**config.mk**
```make
export PLATFORM = sky130hd
export DESIGN_NAME = rdfx_regblock
export DESIGN_NICKNAME = d
export VERILOG_FILES = /design/src/rtl/rdfx_pkg.sv /design/src/rtl/rdfx_ahb_front.sv /design/src/rtl/rdfx_field.sv /design/src/rtl/rdfx_rdata_mux.sv /design/src/rtl/rdfx_regblock.sv
export SDC_FILE = /design/constraint.sdc
export NUM_CORES = 1
export LEC_CHECK = 0
export BUFFER_PORTS_ARGS = -buffer_cell sky130_fd_sc_hd__buf_2
export CORE_ASPECT_RATIO = 0.5
export CORE_MARGIN = 1.5
export CORE_UTILIZATION = 42
export CTS_BUF_LIST = sky130_fd_sc_hd__clkbuf_2
export DETAILED_ROUTE_END_ITERATION = 10
export PLACE_DENSITY = 0.82
export SYNTH_ARGS = -nofsm -noshare
export SYNTH_HDL_FRONTEND = slang
export SYNTH_HIERARCHICAL = 1
export SYNTH_SLANG_ARGS = --single-unit
```
**constraint.sdc**
```tcl
create_clock -name clk_i -period 1.3 [get_ports clk_i]
set_input_delay 0.13 -clock clk_i [delete_from_list [all_inputs] [get_ports clk_i]]
set_output_delay 0.13 -clock clk_i [all_outputs]
set_load 0.02 [all_outputs]
```
**src/rtl/rdfx_pkg.sv**
```systemverilog
package rdfx_pkg;
  localparam int unsigned FLD_W   = 8;
  localparam int unsigned NUM_FLD = 4;
  localparam int unsigned BUS_W   = FLD_W * NUM_FLD;

  typedef enum logic {SE_CLEAR = 1'b0, SE_SET = 1'b1} se_kind_e;
  typedef enum logic {PREC_SW = 1'b0, PREC_HW = 1'b1} prec_e;

  localparam logic [1:0] HTRANS_NONSEQ = 2'b10;
  localparam logic [1:0] HTRANS_SEQ    = 2'b11;

  // byte lanes touched by a transfer of given size at given low address
  function automatic logic [NUM_FLD-1:0] lane_mask(logic [2:0] size, logic [1:0] lo);
    logic [NUM_FLD-1:0] m;
    case (size)
      3'd0:    m = NUM_FLD'(1) << lo;
      3'd1:    m = lo[1] ? 4'b1100 : 4'b0011;
      default: m = '1;
    endcase
    return m;
  endfunction

  function automatic se_kind_e kind_of(int unsigned idx);
    return (idx < NUM_FLD/2) ? SE_CLEAR : SE_SET;
  endfunction

  function automatic prec_e prec_of(int unsigned idx);
    return (idx % 2 == 1) ? PREC_HW : PREC_SW;
  endfunction
endpackage

```
**src/rtl/rdfx_ahb_front.sv**
```systemverilog
module rdfx_ahb_front
  import rdfx_pkg::*;
#(
  parameter int unsigned ADDR_W = 12
) (
  input  logic               clk_i,
  input  logic               rst_ni,
  input  logic               hsel_i,
  input  logic [ADDR_W-1:0]  haddr_i,
  input  logic [1:0]         htrans_i,
  input  logic               hwrite_i,
  input  logic [2:0]         hsize_i,
  input  logic               hready_i,
  output logic [NUM_FLD-1:0] rd_lanes_o
);
  logic               addr_hit;
  logic               rd_req;
  logic [NUM_FLD-1:0] lanes_d, lanes_q;

  assign addr_hit = (haddr_i[ADDR_W-1:2] == '0);
  assign rd_req   = hsel_i && hready_i && !hwrite_i && addr_hit &&
                    (htrans_i == HTRANS_NONSEQ || htrans_i == HTRANS_SEQ);
  assign lanes_d  = rd_req ? lane_mask(hsize_i, haddr_i[1:0]) : '0;

  // address phase captured; nonzero mask marks a read data phase
  always_ff @(posedge clk_i or negedge rst_ni) begin
    if (!rst_ni) lanes_q <= '0;
    else         lanes_q <= lanes_d;
  end

  assign rd_lanes_o = lanes_q;
endmodule

```
**src/rtl/rdfx_field.sv**
```systemverilog
module rdfx_field
  import rdfx_pkg::*;
#(
  parameter se_kind_e KIND = SE_CLEAR,
  parameter prec_e    PREC = PREC_SW
) (
  input  logic             clk_i,
  input  logic             rst_ni,
  input  logic             se_i,
  input  logic             hw_we_i,
  input  logic [FLD_W-1:0] hw_d_i,
  output logic [FLD_W-1:0] q_o
);
  localparam logic [FLD_W-1:0] FILL  = (KIND == SE_SET) ? '1 : '0;
  localparam logic [FLD_W-1:0] RST_V = ~FILL;

  logic [FLD_W-1:0] q, d;

  always_comb begin
    d = q;
    if (se_i && hw_we_i) d = (PREC == PREC_HW) ? hw_d_i : FILL;
    else if (se_i)       d = FILL;
    else if (hw_we_i)    d = hw_d_i;
  end

  always_ff @(posedge clk_i or negedge rst_ni) begin
    if (!rst_ni) q <= RST_V;
    else         q <= d;
  end

  assign q_o = q;
endmodule

```
**src/rtl/rdfx_rdata_mux.sv**
```systemverilog
module rdfx_rdata_mux
  import rdfx_pkg::*;
(
  input  logic [NUM_FLD-1:0] lanes_i,
  input  logic [BUS_W-1:0]   fld_i,
  output logic [BUS_W-1:0]   rdata_o
);
  for (genvar i = 0; i < NUM_FLD; i++) begin : g_lane
    assign rdata_o[i*FLD_W +: FLD_W] = lanes_i[i] ? fld_i[i*FLD_W +: FLD_W] : '0;
  end
endmodule

```
**src/rtl/rdfx_regblock.sv**
```systemverilog
module rdfx_regblock
  import rdfx_pkg::*;
#(
  parameter int unsigned ADDR_W = 12
) (
  input  logic                 clk_i,
  input  logic                 rst_ni,
  input  logic                 fld_rst_ni,
  input  logic                 hsel_i,
  input  logic [ADDR_W-1:0]    haddr_i,
  input  logic [1:0]           htrans_i,
  input  logic                 hwrite_i,
  input  logic [2:0]           hsize_i,
  input  logic                 hready_i,
  output logic [31:0]          hrdata_o,
  output logic                 hreadyout_o,
  output logic                 hresp_o,
  input  logic [3:0]           hw_we_i,
  input  logic [31:0]          hw_d_i,
  output logic [31:0]          fld_q_o
);
  logic [NUM_FLD-1:0] rd_lanes;
  logic [BUS_W-1:0]   fld_q;

  rdfx_ahb_front #(.ADDR_W(ADDR_W)) u_front (
    .clk_i      (clk_i),
    .rst_ni     (rst_ni),
    .hsel_i     (hsel_i),
    .haddr_i    (haddr_i),
    .htrans_i   (htrans_i),
    .hwrite_i   (hwrite_i),
    .hsize_i    (hsize_i),
    .hready_i   (hready_i),
    .rd_lanes_o (rd_lanes)
  );

  for (genvar i = 0; i < NUM_FLD; i++) begin : g_fld
    rdfx_field #(.KIND(kind_of(i)), .PREC(prec_of(i))) u_field (
      .clk_i   (clk_i),
      .rst_ni  (fld_rst_ni),
      .se_i    (rd_lanes[i]),
      .hw_we_i (hw_we_i[i]),
      .hw_d_i  (hw_d_i[i*FLD_W +: FLD_W]),
      .q_o     (fld_q[i*FLD_W +: FLD_W])
    );
  end

  rdfx_rdata_mux u_mux (
    .lanes_i (rd_lanes),
    .fld_i   (fld_q),
    .rdata_o (hrdata_o)
  );

  assign hreadyout_o = 1'b1;
  assign hresp_o     = 1'b0;
  assign fld_q_o     = fld_q;
endmodule

```
# [Word-level counts from Yosys, hierarchy flattened]
# Cells that the tools add are included.
[word_totals] register_bits=36
[classes] n_eq_ne=3 reduce_logical=16 mux=19 n_shift=1
[ops] operator="$mux W8" n=16
[ops] operator="$reduce_bool A3 Y1" n=4
[ops] operator="$logic_not A10 Y1" n=1
[ops] operator="$logic_and A1 B1 Y1" n=8
[ops] operator="$mux W4" n=2
[ops] operator="$pmux W4 S2" n=1
[ops] operator="$eq A2 B2 Y1 const B" n=2
[ops] operator="$shl A1 B2 Y4 const A" n=1
[ops] operator="$eq A3 B1 Y1 const B" n=1
[ops] operator="$logic_not A3 Y1" n=1
[ops] operator="$logic_not A1 Y1" n=1
[ops] operator="$logic_or A1 B1 Y1" n=1

# [Logic depth before layout (Yosys ltp)]
# Gate-level depths: netlist (run 1).
[logic_depth] ltp_word=5 depth_mapped=3 mapped_depth_nobuf=3

# [Hierarchy]
# Netlist (run 1), hierarchy kept.
[by_module_without_submodules] mod="rdfx_field at g_fld[2].u_field" n_inst=1 cells_each=26 area_per_inst_um2=342.8
[by_module_without_submodules] mod="rdfx_field at g_fld[0].u_field" n_inst=1 cells_each=26 area_per_inst_um2=335.3
[by_module_without_submodules] mod="rdfx_field at g_fld[3].u_field" n_inst=1 cells_each=34 area_per_inst_um2=316.6
[by_module_without_submodules] mod="rdfx_field at g_fld[1].u_field" n_inst=1 cells_each=18 area_per_inst_um2=311.5
[by_module_without_submodules] mod="rdfx_ahb_front" n_inst=1 cells_each=19 area_per_inst_um2=205.2
[by_module_without_submodules] mod="rdfx_rdata_mux" n_inst=1 cells_each=32 area_per_inst_um2=200.2
[by_module_without_submodules] mod="rdfx_regblock" n_inst=1 cells_each=4 area_per_inst_um2=22.5

# [Worst setup path after synthesis (run 1)]
# No wires, ideal clock.
[synth_path] path_kind="register to register" start="register g_fld[2].u_field/q_o[2] (netlist name)" end="register g_fld[2].u_field.q[2]" stages_incl_launch_ff=3 arrival_ns=0.872 slack_ns=0.304 cell_sequence="dfrtp_1 nor2b_1 a211o_2"
[synth_rtl] element="end signal, assigned" line="rdfx_field.sv:27" source="if (!rst_ni) q <= RST_V;"
[synth_rtl] element="end signal, assigned" line="rdfx_field.sv:28" source="else q <= d;"
[synth_rtl] element="end, declared" line="rdfx_field.sv:17" source="logic [FLD_W-1:0] q, d;"

# [Worst setup path after layout (run 1)]
[layout_path] start="register u_front.lanes_q[3], in the netlist u_front/rd_lanes_o[3]" end="output hrdata_o[30]"
[layout_between] elab_chain_len=1
[layout_lines] element="start, declared" line="rdfx_ahb_front.sv:18" source="logic [NUM_FLD-1:0] lanes_d, lanes_q;"
[layout_lines] element="start signal, assigned" line="rdfx_ahb_front.sv:28" source="else lanes_q <= lanes_d;"
[layout_lines] element="$mux W8" line="rdfx_rdata_mux.sv:9" source="assign rdata_o[i*FLD_W +: FLD_W] = lanes_i[i] ? fld_i[i*FLD_W +: FLD_W] : '0;"
[layout_lines] element="end, declared" line="rdfx_regblock.sv:15" source="output logic [31:0] hrdata_o,"
# Every way passes these cells.

==> flow_metrics.env, run 1 <==
export IMPL_status="finished, violations left"
export IMPL_htreeDepth=2
export IMPL_drt_first_iter_violations=133
export IMPL_hpwlAfterDp_um=3300
export IMPL_timing_final_crit_share=1.07
export IMPL_clkLatencyLatePin_ps=390
export IMPL_path_delay_family="flip-flops"
export IMPL_startpoint_type="flip-flop"
export IMPL_vias=2004
export IMPL_die_y_um=48.4
export IMPL_timing_fmax_ghz=0.720
export IMPL_synth_top_cell_area_share=0.289
export IMPL_finalSetupViolations=33
export IMPL_post_route_min_period_ps=1390
export IMPL_drc=0
export IMPL_viasPerCell=5.10
export IMPL_slowest_stage="dfrtp_2"
export IMPL_layout_drive_gt1_share=0.608
export IMPL_ir_worst_vdd_mv=0.626
export IMPL_antenna_found_initial=0
export IMPL_final_area_sq_mm=0.00322
export IMPL_path_class="reg -> out"
export IMPL_grt_max_degree=24
export IMPL_cts_buffers=5
export IMPL_gp_congestion=0.813
export IMPL_hold_class="in -> async"
export IMPL_synthArstFlopShare=1.00
export IMPL_grt_pass1_wl_um=9250
export IMPL_drv_cap=0
export IMPL_critical_path_peak_fanout=6
export IMPL_dpl_cell_count=327
export IMPL_failed_checks="negative setup slack"
export IMPL_synth_most_common_cell="and2_1"
export IMPL_worstPathRequired_ps=1170
export IMPL_p_leak_uw=0.00168
export IMPL_initial_core_util=0.442
export IMPL_die_w_um=93.9
export IMPL_crit_arrival_ps=1260
export IMPL_ios=125
export IMPL_worst_pin_slew_ps=519
export IMPL_synthesis_area_sq_mm=0.00173
export IMPL_crit_top_cell="buf_6"
export IMPL_fillers=212
export IMPL_total_power_uw=2700
export IMPL_rows=16
export IMPL_drt_wirelength_per_cell_um=17.3
export IMPL_cpPeakStageDelay_ps=460
export IMPL_nNetsFinal=397
export IMPL_drv_slew=0
export IMPL_syn_avg_cell_area_sq_um=10.9
export IMPL_yosysTopAreaCell="dfrtp_1"
export IMPL_crit_buf_inv=2
export IMPL_cp_end_kind="output port"
export IMPL_final_antenna_net_count=0
export IMPL_synth_area_leaders="dfrtp_1 (29%), dfstp_2 (24%), and2_1 (12%)"
export IMPL_overflow=0
export IMPL_stdcell_count=393
export IMPL_ys_seq_area_frac=0.531
export IMPL_synthTopCellsByCount="and2_1 (32), dfrtp_1 (20), nor2_1 (17)"
export IMPL_io_buffers=121
export IMPL_cts_sinks=36
export IMPL_skew_ps=28.8
export IMPL_synthCells=159
export IMPL_cts_tree="built"
export IMPL_n_antenna_cell=0
export IMPL_grtUsageTotal=0.261
export IMPL_p_per_area_mw_per_mm2=838
export IMPL_synthFlopType="dfrtp_1"
export IMPL_synth_warnings=6
export IMPL_wl_um=6780
export IMPL_max_clock_path_buffers=2
export IMPL_die_area_sq_mm=0.00455
export IMPL_hold_viol_final=0
export IMPL_setup_slack_ps=-88.3
export IMPL_coreArea_sq_mm=0.00392
export IMPL_synth_edf_count=0
export IMPL_grt_pass1_vias=1957
export IMPL_slew_headroom=0.654
export IMPL_cts_root_buf="clkbuf_2"
export IMPL_syn_num_nets=218
export IMPL_yosys_register_bits=36
export IMPL_ys_types=23
export IMPL_path_cells="buf_6, and2_4, buf_6"
export IMPL_dr_pass1_iters=5
export IMPL_rsz0062_at_grt="true"
export IMPL_cts_clk_slew_worst_paths_ps=210
export IMPL_area_growth_pct=85.4
export IMPL_placed_area_sq_mm=0.00235
==> where the power goes <==
part           internal [uW]  total, uW  switching (uW)
clock network            314        701             387
logic                    323        663             340
registers               1250       1330            82.2
total                   1890       2700             809
==> metal layers <==
layer | wire [um] | up-vias | part of all wire | track usage
li1 | - | 897 | - | -
met4 | 230 | 0 | 0.034 | 0.127
met1 | 2700 | 1000 | 0.40 | 0.310
met5 | 0 | - | 0 | 0
met3 | 274 | 25 | 0.040 | 0.0440
met2 | 3580 | 82 | 0.53 | 0.463
==> placed cells by master, fill, tap and decap left out <==
cell type / Yosys / layout
conb_1: 2 / 2
o21bai_1: 2 / 2
and2_1: 32 / 8
a211o_1: 2 / 2
o21ai_1: 0 / 1
nand2_1: 9 / 9
nor2b_1: 8 / 8
buf_6: 4 / 32
dfrtp_2: 0 / 4
and2_4: 0 / 24
nor2_1: 17 / 17
a211o_2: 6 / 6
o21ai_0: 10 / 9
a22o_1: 8 / 8
buf_4: 2 / 31
nand4b_1: 1 / 1
nor4b_2: 1 / 1
nor4_2: 2 / 2
dfstp_2: 16 / 16
dfrtp_1: 20 / 16
bufinv_16: 0 / 1
a21oi_1: 4 / 4
buf_2: 1 / 83
clkinv_1: 0 / 2
nor2_8: 1 / 1
inv_1: 1 / 1
clkbuf_2: 0 / 5
dlygate4sd3_1: 0 / 35
mux2i_1: 8 / 8
==> layout make-up <==
cell class,count,area (sq um),share of cell area
Clock buffer,5,25.0,0.00778
Inverter,1,3.75,0.00117
Sequential cell,36,926,0.288
Timing Repair Buffer,181,1360,0.423
Multi-Input combinational cell,113,797,0.248
Tap cell,54,67.6,0.0210
Clock inverter,3,37.5,0.0117
==> through the flow <==
| step | setup TNS (ps) | worst slack (ps) | hold WS [ps] | util |
|---|---|---|---|---|
| 2_1_floorplan | 0 | 304 | -166 | - |
| 3_3_place_gp | 0 | 256 | -62.1 | 0.599 |
| 3_5_place_dp | 0 | 219 | -56.6 | 0.599 |
| 4_1_cts | -1540 | -65.3 | 24.5 | 0.761 |
| 5_1_grt | -3370 | -121 | 53.7 | 0.820 |
| 6_report | -1790 | -88.3 | 45.4 | 0.820 |
==> sequential cells by signal, summed over array words and instances (netlist names) <==
name and cells:
u_front/rd_lanes_o 4, g_fld.u_field/q_o 32
==> timing repair <==
| item | CTS | global route |
|---|---|---|
| hold buffers | 35 | 0 |
| setup buffers | 11 | 12 |
| endpoints found under the hold margin | 44 | 0 |
| gates cloned | 0 | 0 |
| pin swaps | 0 | 5 |
| endpoints found under the setup margin | 32 | 48 |
| gates resized for setup | 51 | 54 |
==> final timing paths <==
check                                        start                      end  cells after the start  slack (ps)
max in group asynchronous               fld_rst_ni  g_fld[2].u_field/q_o[0]                      3         490
hold / removal                              rst_ni    u_front/rd_lanes_o[0]                      2          50
hold reg to reg            g_fld[0].u_field/q_o[2]  g_fld[0].u_field/q_o[2]                      2         560
setup reg to reg             u_front/rd_lanes_o[3]  g_fld[3].u_field/q_o[2]                      6          30
setup / recovery             u_front/rd_lanes_o[3]             hrdata_o[30]                      3         -90
min in group clk_i                      haddr_i[0]    u_front/rd_lanes_o[3]                      3         100
==> logic make-up (layout without fill, tap and decap cells) <==
family	after synthesis	in the layout	synth area share
other	2	2	0.00433
buffers and inverters	10	190	0.0440
and+or+nand+nor	71	71	0.240
AOI/OAI and AO/OA	32	32	0.134
muxes	8	8	0.0462
DFF	36	36	0.531
(Power assumes the default switching activity.)
==> run 2, diff against run 1 <==
--- a/config.mk
+++ b/config.mk
@@ -5,10 +5,11 @@
 export SDC_FILE = /design/constraint.sdc
 export NUM_CORES = 1
 export LEC_CHECK = 0
+export ABC_AREA = 1
 export BUFFER_PORTS_ARGS = -buffer_cell sky130_fd_sc_hd__buf_2
 export CORE_ASPECT_RATIO = 0.5
 export CORE_MARGIN = 1.5
-export CORE_UTILIZATION = 42
+export CORE_UTILIZATION = 43
 export CTS_BUF_LIST = sky130_fd_sc_hd__clkbuf_2
 export DETAILED_ROUTE_END_ITERATION = 10
 export PLACE_DENSITY = 0.82
==> run 2 against run 1 <==
The flow finishes with violations (negative hold slack, negative setup slack). Fmax fell by 5.8%. Die area is 3.6% higher. Sequential share of layout area decreased by 2.2 points. Critical path depth unchanged. Non-clock buffer count unchanged. Clock skew down 5.7 ps. Synthesized area grew 6.3%.
==> flow_metrics.env, run 2 <==
export IMPL_path_class="reg -> out"
export IMPL_ir_worst_vdd_mv=0.651
export IMPL_fillers=183
export IMPL_yosys_register_bits=36
export IMPL_critical_path_peak_fanout=3
export IMPL_setup_slack_ps=-174
export IMPL_drv_slew=0
export IMPL_startpoint_type="flip-flop"
export IMPL_die_area_sq_mm=0.00471
export IMPL_status="finished, violations left"
export IMPL_cts_sinks=36
export IMPL_syn_avg_cell_area_sq_um=7.62
export IMPL_met3_length_um=899
export IMPL_dpl_cell_count=408
export IMPL_initial_core_util=0.460
export IMPL_synthTopCellsByCount="nand2_1 (93), inv_1 (43), a21oi_1 (20), dfrtp_1 (20), nor2_1 (18)"
export IMPL_cts_buffers=5
export IMPL_wl_um=8830
export IMPL_synth_most_common_cell="nand2_1"
export IMPL_ys_seq_area_frac=0.500
export IMPL_layout_commonest_cell="buf_2"
export IMPL_area_growth_pct=89.0
export IMPL_nNetsFinal=479
export IMPL_htreeDepth=2
export IMPL_grt_pass1_wl_um=11100
export IMPL_die_w_um=95.6
export IMPL_grtUsageTotal=0.313
export IMPL_drt_first_iter_violations=221
export IMPL_viasPerCell=5.36
export IMPL_die_y_um=49.3
export IMPL_worst_pin_slew_ps=714
export IMPL_rows=16
export IMPL_hold_viol_final=1
export IMPL_final_antenna_net_count=0
export IMPL_synthArstFlopShare=1.00
export IMPL_drt_wirelength_per_cell_um=18.5
export IMPL_post_route_min_period_ps=1470
export IMPL_synth_top_cell_area_share=0.272
export IMPL_p_per_area_mw_per_mm2=809
export IMPL_hold_slack_ps=-5.57
export IMPL_ys_types=18
export IMPL_topRoutingLayerUsed="met4"
export IMPL_largest_reg_flops=32
export IMPL_grt_max_degree=33
export IMPL_cpPeakStageDelay_ps=630
export IMPL_drc=0
export IMPL_skew_ps=23.0
export IMPL_p_leak_uw=0.00202
export IMPL_cts_root_buf="clkbuf_2"
export IMPL_cts_tree="built"
export IMPL_cp_end_kind="output port"
export IMPL_synth_edf_count=0
export IMPL_synth_warnings=6
export IMPL_layout_common_cells="buf_2 (75), nand2_1 (64), buf_6 (46)"
export IMPL_io_buffers=121
export IMPL_multi_input_area_sq_um=777
export IMPL_rsz0062_at_grt="true"
export IMPL_synth_area_leaders="dfrtp_1 (27%), dfstp_2 (23%), nand2_1 (19%)"
export IMPL_dr_pass1_iters=5
export IMPL_crit_arrival_ps=1340
export IMPL_antenna_found_initial=1
export IMPL_layout_drive_gt1_share=0.558
export IMPL_timing_fmax_ghz=0.678
export IMPL_synthesis_area_sq_mm=0.00184
export IMPL_hold_class="in -> reg"
export IMPL_yosysTopAreaCell="dfrtp_1"
export IMPL_synthCells=242
export IMPL_failed_checks="negative hold slack, negative setup slack"
export IMPL_vias=2553
export IMPL_syn_num_nets=301
export IMPL_gp_congestion=0.773
export IMPL_grt_pass1_vias=2383
export IMPL_routedLengthMet1_um=3000
export IMPL_worstPathRequired_ps=1170
export IMPL_total_power_uw=2820
export IMPL_timing_final_crit_share=1.13
export IMPL_regArea_sq_um=926
export IMPL_stdcell_count=476
export IMPL_slowest_stage="dfstp_2"
export IMPL_routed_wl_met2_um=4250
export IMPL_slew_headroom=0.524
export IMPL_synthFlopType="dfrtp_1"
export IMPL_overflow=0
export IMPL_reg2reg_setup_slack_ps=100
export IMPL_drv_cap=0
export IMPL_path_cells="nand2_1, inv_1, buf_6"
export IMPL_clkLatencyLatePin_ps=450
export IMPL_coreArea_sq_mm=0.00400
export IMPL_ios=125
export IMPL_finalSetupViolations=46
export IMPL_max_clock_path_buffers=2
export IMPL_cts_clk_slew_worst_paths_ps=240
export IMPL_hpwlAfterDp_um=3580
run 2: final timing paths:
kind                                              start                      end  depth (start not counted)
worst max-delay path            g_fld[1].u_field/q_o[3]             hrdata_o[11]                          3
worst min-delay path                         hw_we_i[0]  g_fld[0].u_field/q_o[3]                          3
worst max register to register    u_front/rd_lanes_o[3]  g_fld[3].u_field/q_o[7]                          4
worst min register to register  g_fld[0].u_field/q_o[3]  g_fld[0].u_field/q_o[3]                          2
max in group asynchronous                    fld_rst_ni  g_fld[3].u_field/q_o[0]                          2
min in group asynchronous                        rst_ni    u_front/rd_lanes_o[1]                          2
run 2: what timing repair did:
action	in CTS	in global routing
endpoints found under the hold margin	53	0
hold buffers	43	0
resized for setup	68	101
pin swaps	9	9
setup endpoints to repair	41	48
setup buffers	6	10
run 2: metal layers:
layer | vias to the layer above | track usage
met5 | - | 0
met4 | 0 | 0.157
met3 | 96 | 0.0732
met2 | 233 | 0.572
met1 | 1164 | 0.337
li1 | 1060 | -
run 2: power by group:
| group | total [uW] | leakage, uW | switching, uW | internal (uW) |
|---|---|---|---|---|
| Sequential | 1360 | 0.000403 | 115 | 1250 |
| Combinational | 688 | 0.00157 | 381 | 307 |
| Clock | 769 | 0.0000433 | 446 | 323 |
run 2: area by class of cell:
class | count | area share
Clock inverter | 3 | 0.0119
Inverter | 46 | 0.0496
Timing Repair Buffer | 181 | 0.422
Multi-Input combinational cell | 150 | 0.223
Tap cell | 54 | 0.0194
Antenna cell | 1 | 0.000718
Sequential cell | 36 | 0.266
Clock buffer | 5 | 0.00718
run 2: metrics by stage:
stage               setup TNS [ps]  cell area, sq um   util  worst slack [ps]
floorplan                        0              1840      -               335
global placement                 0              2440  0.610               255
detailed placement               0              2440  0.610               213
CTS                          -1350              3150  0.788             -63.3
global route                 -6240              3480  0.870              -197
finish                       -3840              3480  0.870              -174
run 2: worst max-delay path: cells and delay by family (launching register included):
kind / cells / cell delay, ps
flip-flops: 1 / 630
buffers and inverters: 2 / 180
AND/OR/NAND/NOR: 1 / 80
run 2: cell families (layout without fill, tap and decap cells):
kind of cell,Yosys count,in the layout,share of synthesized area
and+or+nand+nor,128,128,0.305
DFF,36,36,0.500
AOI/OAI and AO/OA,20,20,0.0543
other,2,3,0.00407
buffers and inverters,56,235,0.137
==> run 3, diff against run 2 <==
--- a/config.mk
+++ b/config.mk
@@ -6,7 +6,7 @@
 export NUM_CORES = 1
 export LEC_CHECK = 0
 export ABC_AREA = 1
-export BUFFER_PORTS_ARGS = -buffer_cell sky130_fd_sc_hd__buf_2
+export BUFFER_PORTS_ARGS = -buffer_cell sky130_fd_sc_hd__buf_4
 export CORE_ASPECT_RATIO = 0.5
 export CORE_MARGIN = 1.5
 export CORE_UTILIZATION = 43
==> run 3 against run 2 <==
The run ends with negative setup slack left. Flip-flop and latch count stayed put. Worst hold slack better by 6.0 ps. Critical path depth is 1 higher. Largest power group unchanged. Sequential power hardly changed. Highest routed layer unchanged. Die area stayed put. Global-route usage is 3.3 points higher.
==> flow_metrics.env, run 3 (synthesized netlist as in run 2, its figures left out) <==
export IMPL_status="finished, violations left"
export IMPL_failed_checks="negative setup slack"
export IMPL_path_class="reg -> out"
export IMPL_post_route_min_period_ps=1480
export IMPL_grtUsageTotal=0.347
export IMPL_die_w_um=95.6
export IMPL_swShare=0.353
export IMPL_htreeDepth=2
export IMPL_crit_buf_inv=3
export IMPL_critical_path_peak_fanout=4
export IMPL_cts_tree="built"
export IMPL_reg2reg_depth=5
export IMPL_cts_clk_slew_worst_paths_ps=220
export IMPL_cp_depth=4
export IMPL_max_clock_path_buffers=2
export IMPL_p_leak_uw=0.00216
export IMPL_switchingPower_uw=971
export IMPL_hold_viol_final=0
export IMPL_hold_class="in -> async"
export IMPL_pwr_share_seq=0.500
export IMPL_gp_congestion=0.738
export IMPL_cts_root_buf="clkbuf_2"
export IMPL_p_per_area_mw_per_mm2=738
export IMPL_p_int_uw=1780
export IMPL_crit_arrival_ps=1350
export IMPL_dpl_cell_count=407
export IMPL_p_comb_frac=0.300
export IMPL_clkLatencyLatePin_ps=440
export IMPL_largest_reg_flops=32
export IMPL_placed_area_sq_mm=0.00274
export IMPL_grt_max_degree=33
export IMPL_cp_end_kind="output port"
export IMPL_worstPathRequired_ps=1170
export IMPL_cts_buffers=5
export IMPL_initial_core_util=0.460
export IMPL_nNetsFinal=483
export IMPL_timing_fmax_ghz=0.677
export IMPL_overflow=0
export IMPL_grt_pass1_wl_um=12000
export IMPL_finalSetupViolations=43
export IMPL_crit_top_cell="buf_6"
export IMPL_die_area_sq_mm=0.00471
export IMPL_die_y_um=49.3
export IMPL_drv_cap=0
export IMPL_total_power_uw=2750
export IMPL_dp_slack_ps=111
export IMPL_io_buffers=121
export IMPL_antenna_found_initial=1
export IMPL_layout_commonest_cell="buf_4"
export IMPL_rows=16
export IMPL_drc=0
export IMPL_cts_sinks=36
export IMPL_drv_slew=0
export IMPL_hpwlAfterDp_um=3830
export IMPL_path_cells="buf_6, nand2_4, inv_2, buf_6"
export IMPL_drt_wirelength_per_cell_um=22.4
export IMPL_stdcell_count=480
export IMPL_pwr_share_clk=0.200
export IMPL_layout_common_cells="buf_4 (88), nand2_1 (65), buf_6 (51)"
export IMPL_wl_um=10800
export IMPL_final_area_sq_mm=0.00373
export IMPL_layout_drive_gt1_share=0.553
export IMPL_dr_pass1_iters=5
export IMPL_rsz0062_at_grt="true"
export IMPL_drt_first_iter_violations=220
export IMPL_ios=125
export IMPL_skew_ps=21.4
export IMPL_slowest_stage="dfrtp_2"
export IMPL_area_growth_pct=102
export IMPL_path_delay_family="flip-flops"
export IMPL_grt_pass1_vias=2455
export IMPL_setup_slack_ps=-177
export IMPL_viasPerCell=5.68
export IMPL_startpoint_type="flip-flop"
export IMPL_coreArea_sq_mm=0.00400
export IMPL_final_antenna_net_count=0
export IMPL_ir_worst_vdd_mv=0.483
export IMPL_post_route_util=0.932
export IMPL_vias=2727
export IMPL_timing_final_crit_share=1.14
export IMPL_cpPeakStageDelay_ps=500
run 3: cell count changes in the layout (fill, tap and decap cells not counted), sizes merged:
| cell | delta |
|---|---|
| clkinv | +1 |
| bufinv | -1 |
| inv | -1 |
| clkbuf | +1 |
| buf | +3 |
| dlygate4sd3 | +1 |
run 3: repair_timing:
action	in CTS	in global routing
resized for setup	34	98
endpoints found under the setup margin	32	48
buffers inserted	9	11
endpoints found under the hold margin	69	0
hold buffers	44	0
pin swaps	9	3
run 3: metal layers:
layer	routed length, um	GRT usage
met1	3650	0.363
met2	4930	0.607
met3	1200	0.0872
met4	989	0.243
met5	0	0
run 3: final cells by class:
cell class | count | area, sq um
repair buffers | 185 | 1720
flip-flops and latches | 36 | 926
multi-input cells | 150 | 810
fillers | 129 | 273
inverters | 46 | 173
well taps | 54 | 67.6
clock buffers | 6 | 30.0
clock inverters | 2 | 7.51
diodes | 1 | 2.50
run 3: through the flow:
| stage | hold WS, ps | TNS (ps) |
|---|---|---|
| final | 0.419 | -4240 |
| after detailed placement | -73.2 | 0 |
| after floorplan | -166 | 0 |
| after global placement | -72.8 | 0 |
| after global routing | -15.9 | -6290 |
| after CTS | 21.9 | -733 |
run 3: power by group through the flow:
| stage | clock, uW | sequential [uW] | combinational (uW) |
|---|---|---|---|
| after floorplan | 0 | 1440 | 155 |
| after global placement | 0 | 1330 | 564 |
| after detailed placement | 0 | 1340 | 580 |
| after CTS | 504 | 1320 | 695 |
| after global routing | 598 | 1380 | 863 |
| final | 552 | 1380 | 826 |
run 3: final timing paths:
kind,startpoint,end,slack (ps)
worst max register to register,u_front/rd_lanes_o[1],g_fld[1].u_field/q_o[7],30
worst min-delay path,rst_ni,u_front/rd_lanes_o[1],0.4
worst min register to register,g_fld[0].u_field/q_o[5],g_fld[0].u_field/q_o[5],520
max in group asynchronous,fld_rst_ni,g_fld[1].u_field/q_o[6],770
min in group clk_i,hw_we_i[2],g_fld[2].u_field/q_o[2],40
worst max-delay path,u_front/rd_lanes_o[1],hrdata_o[12],-180
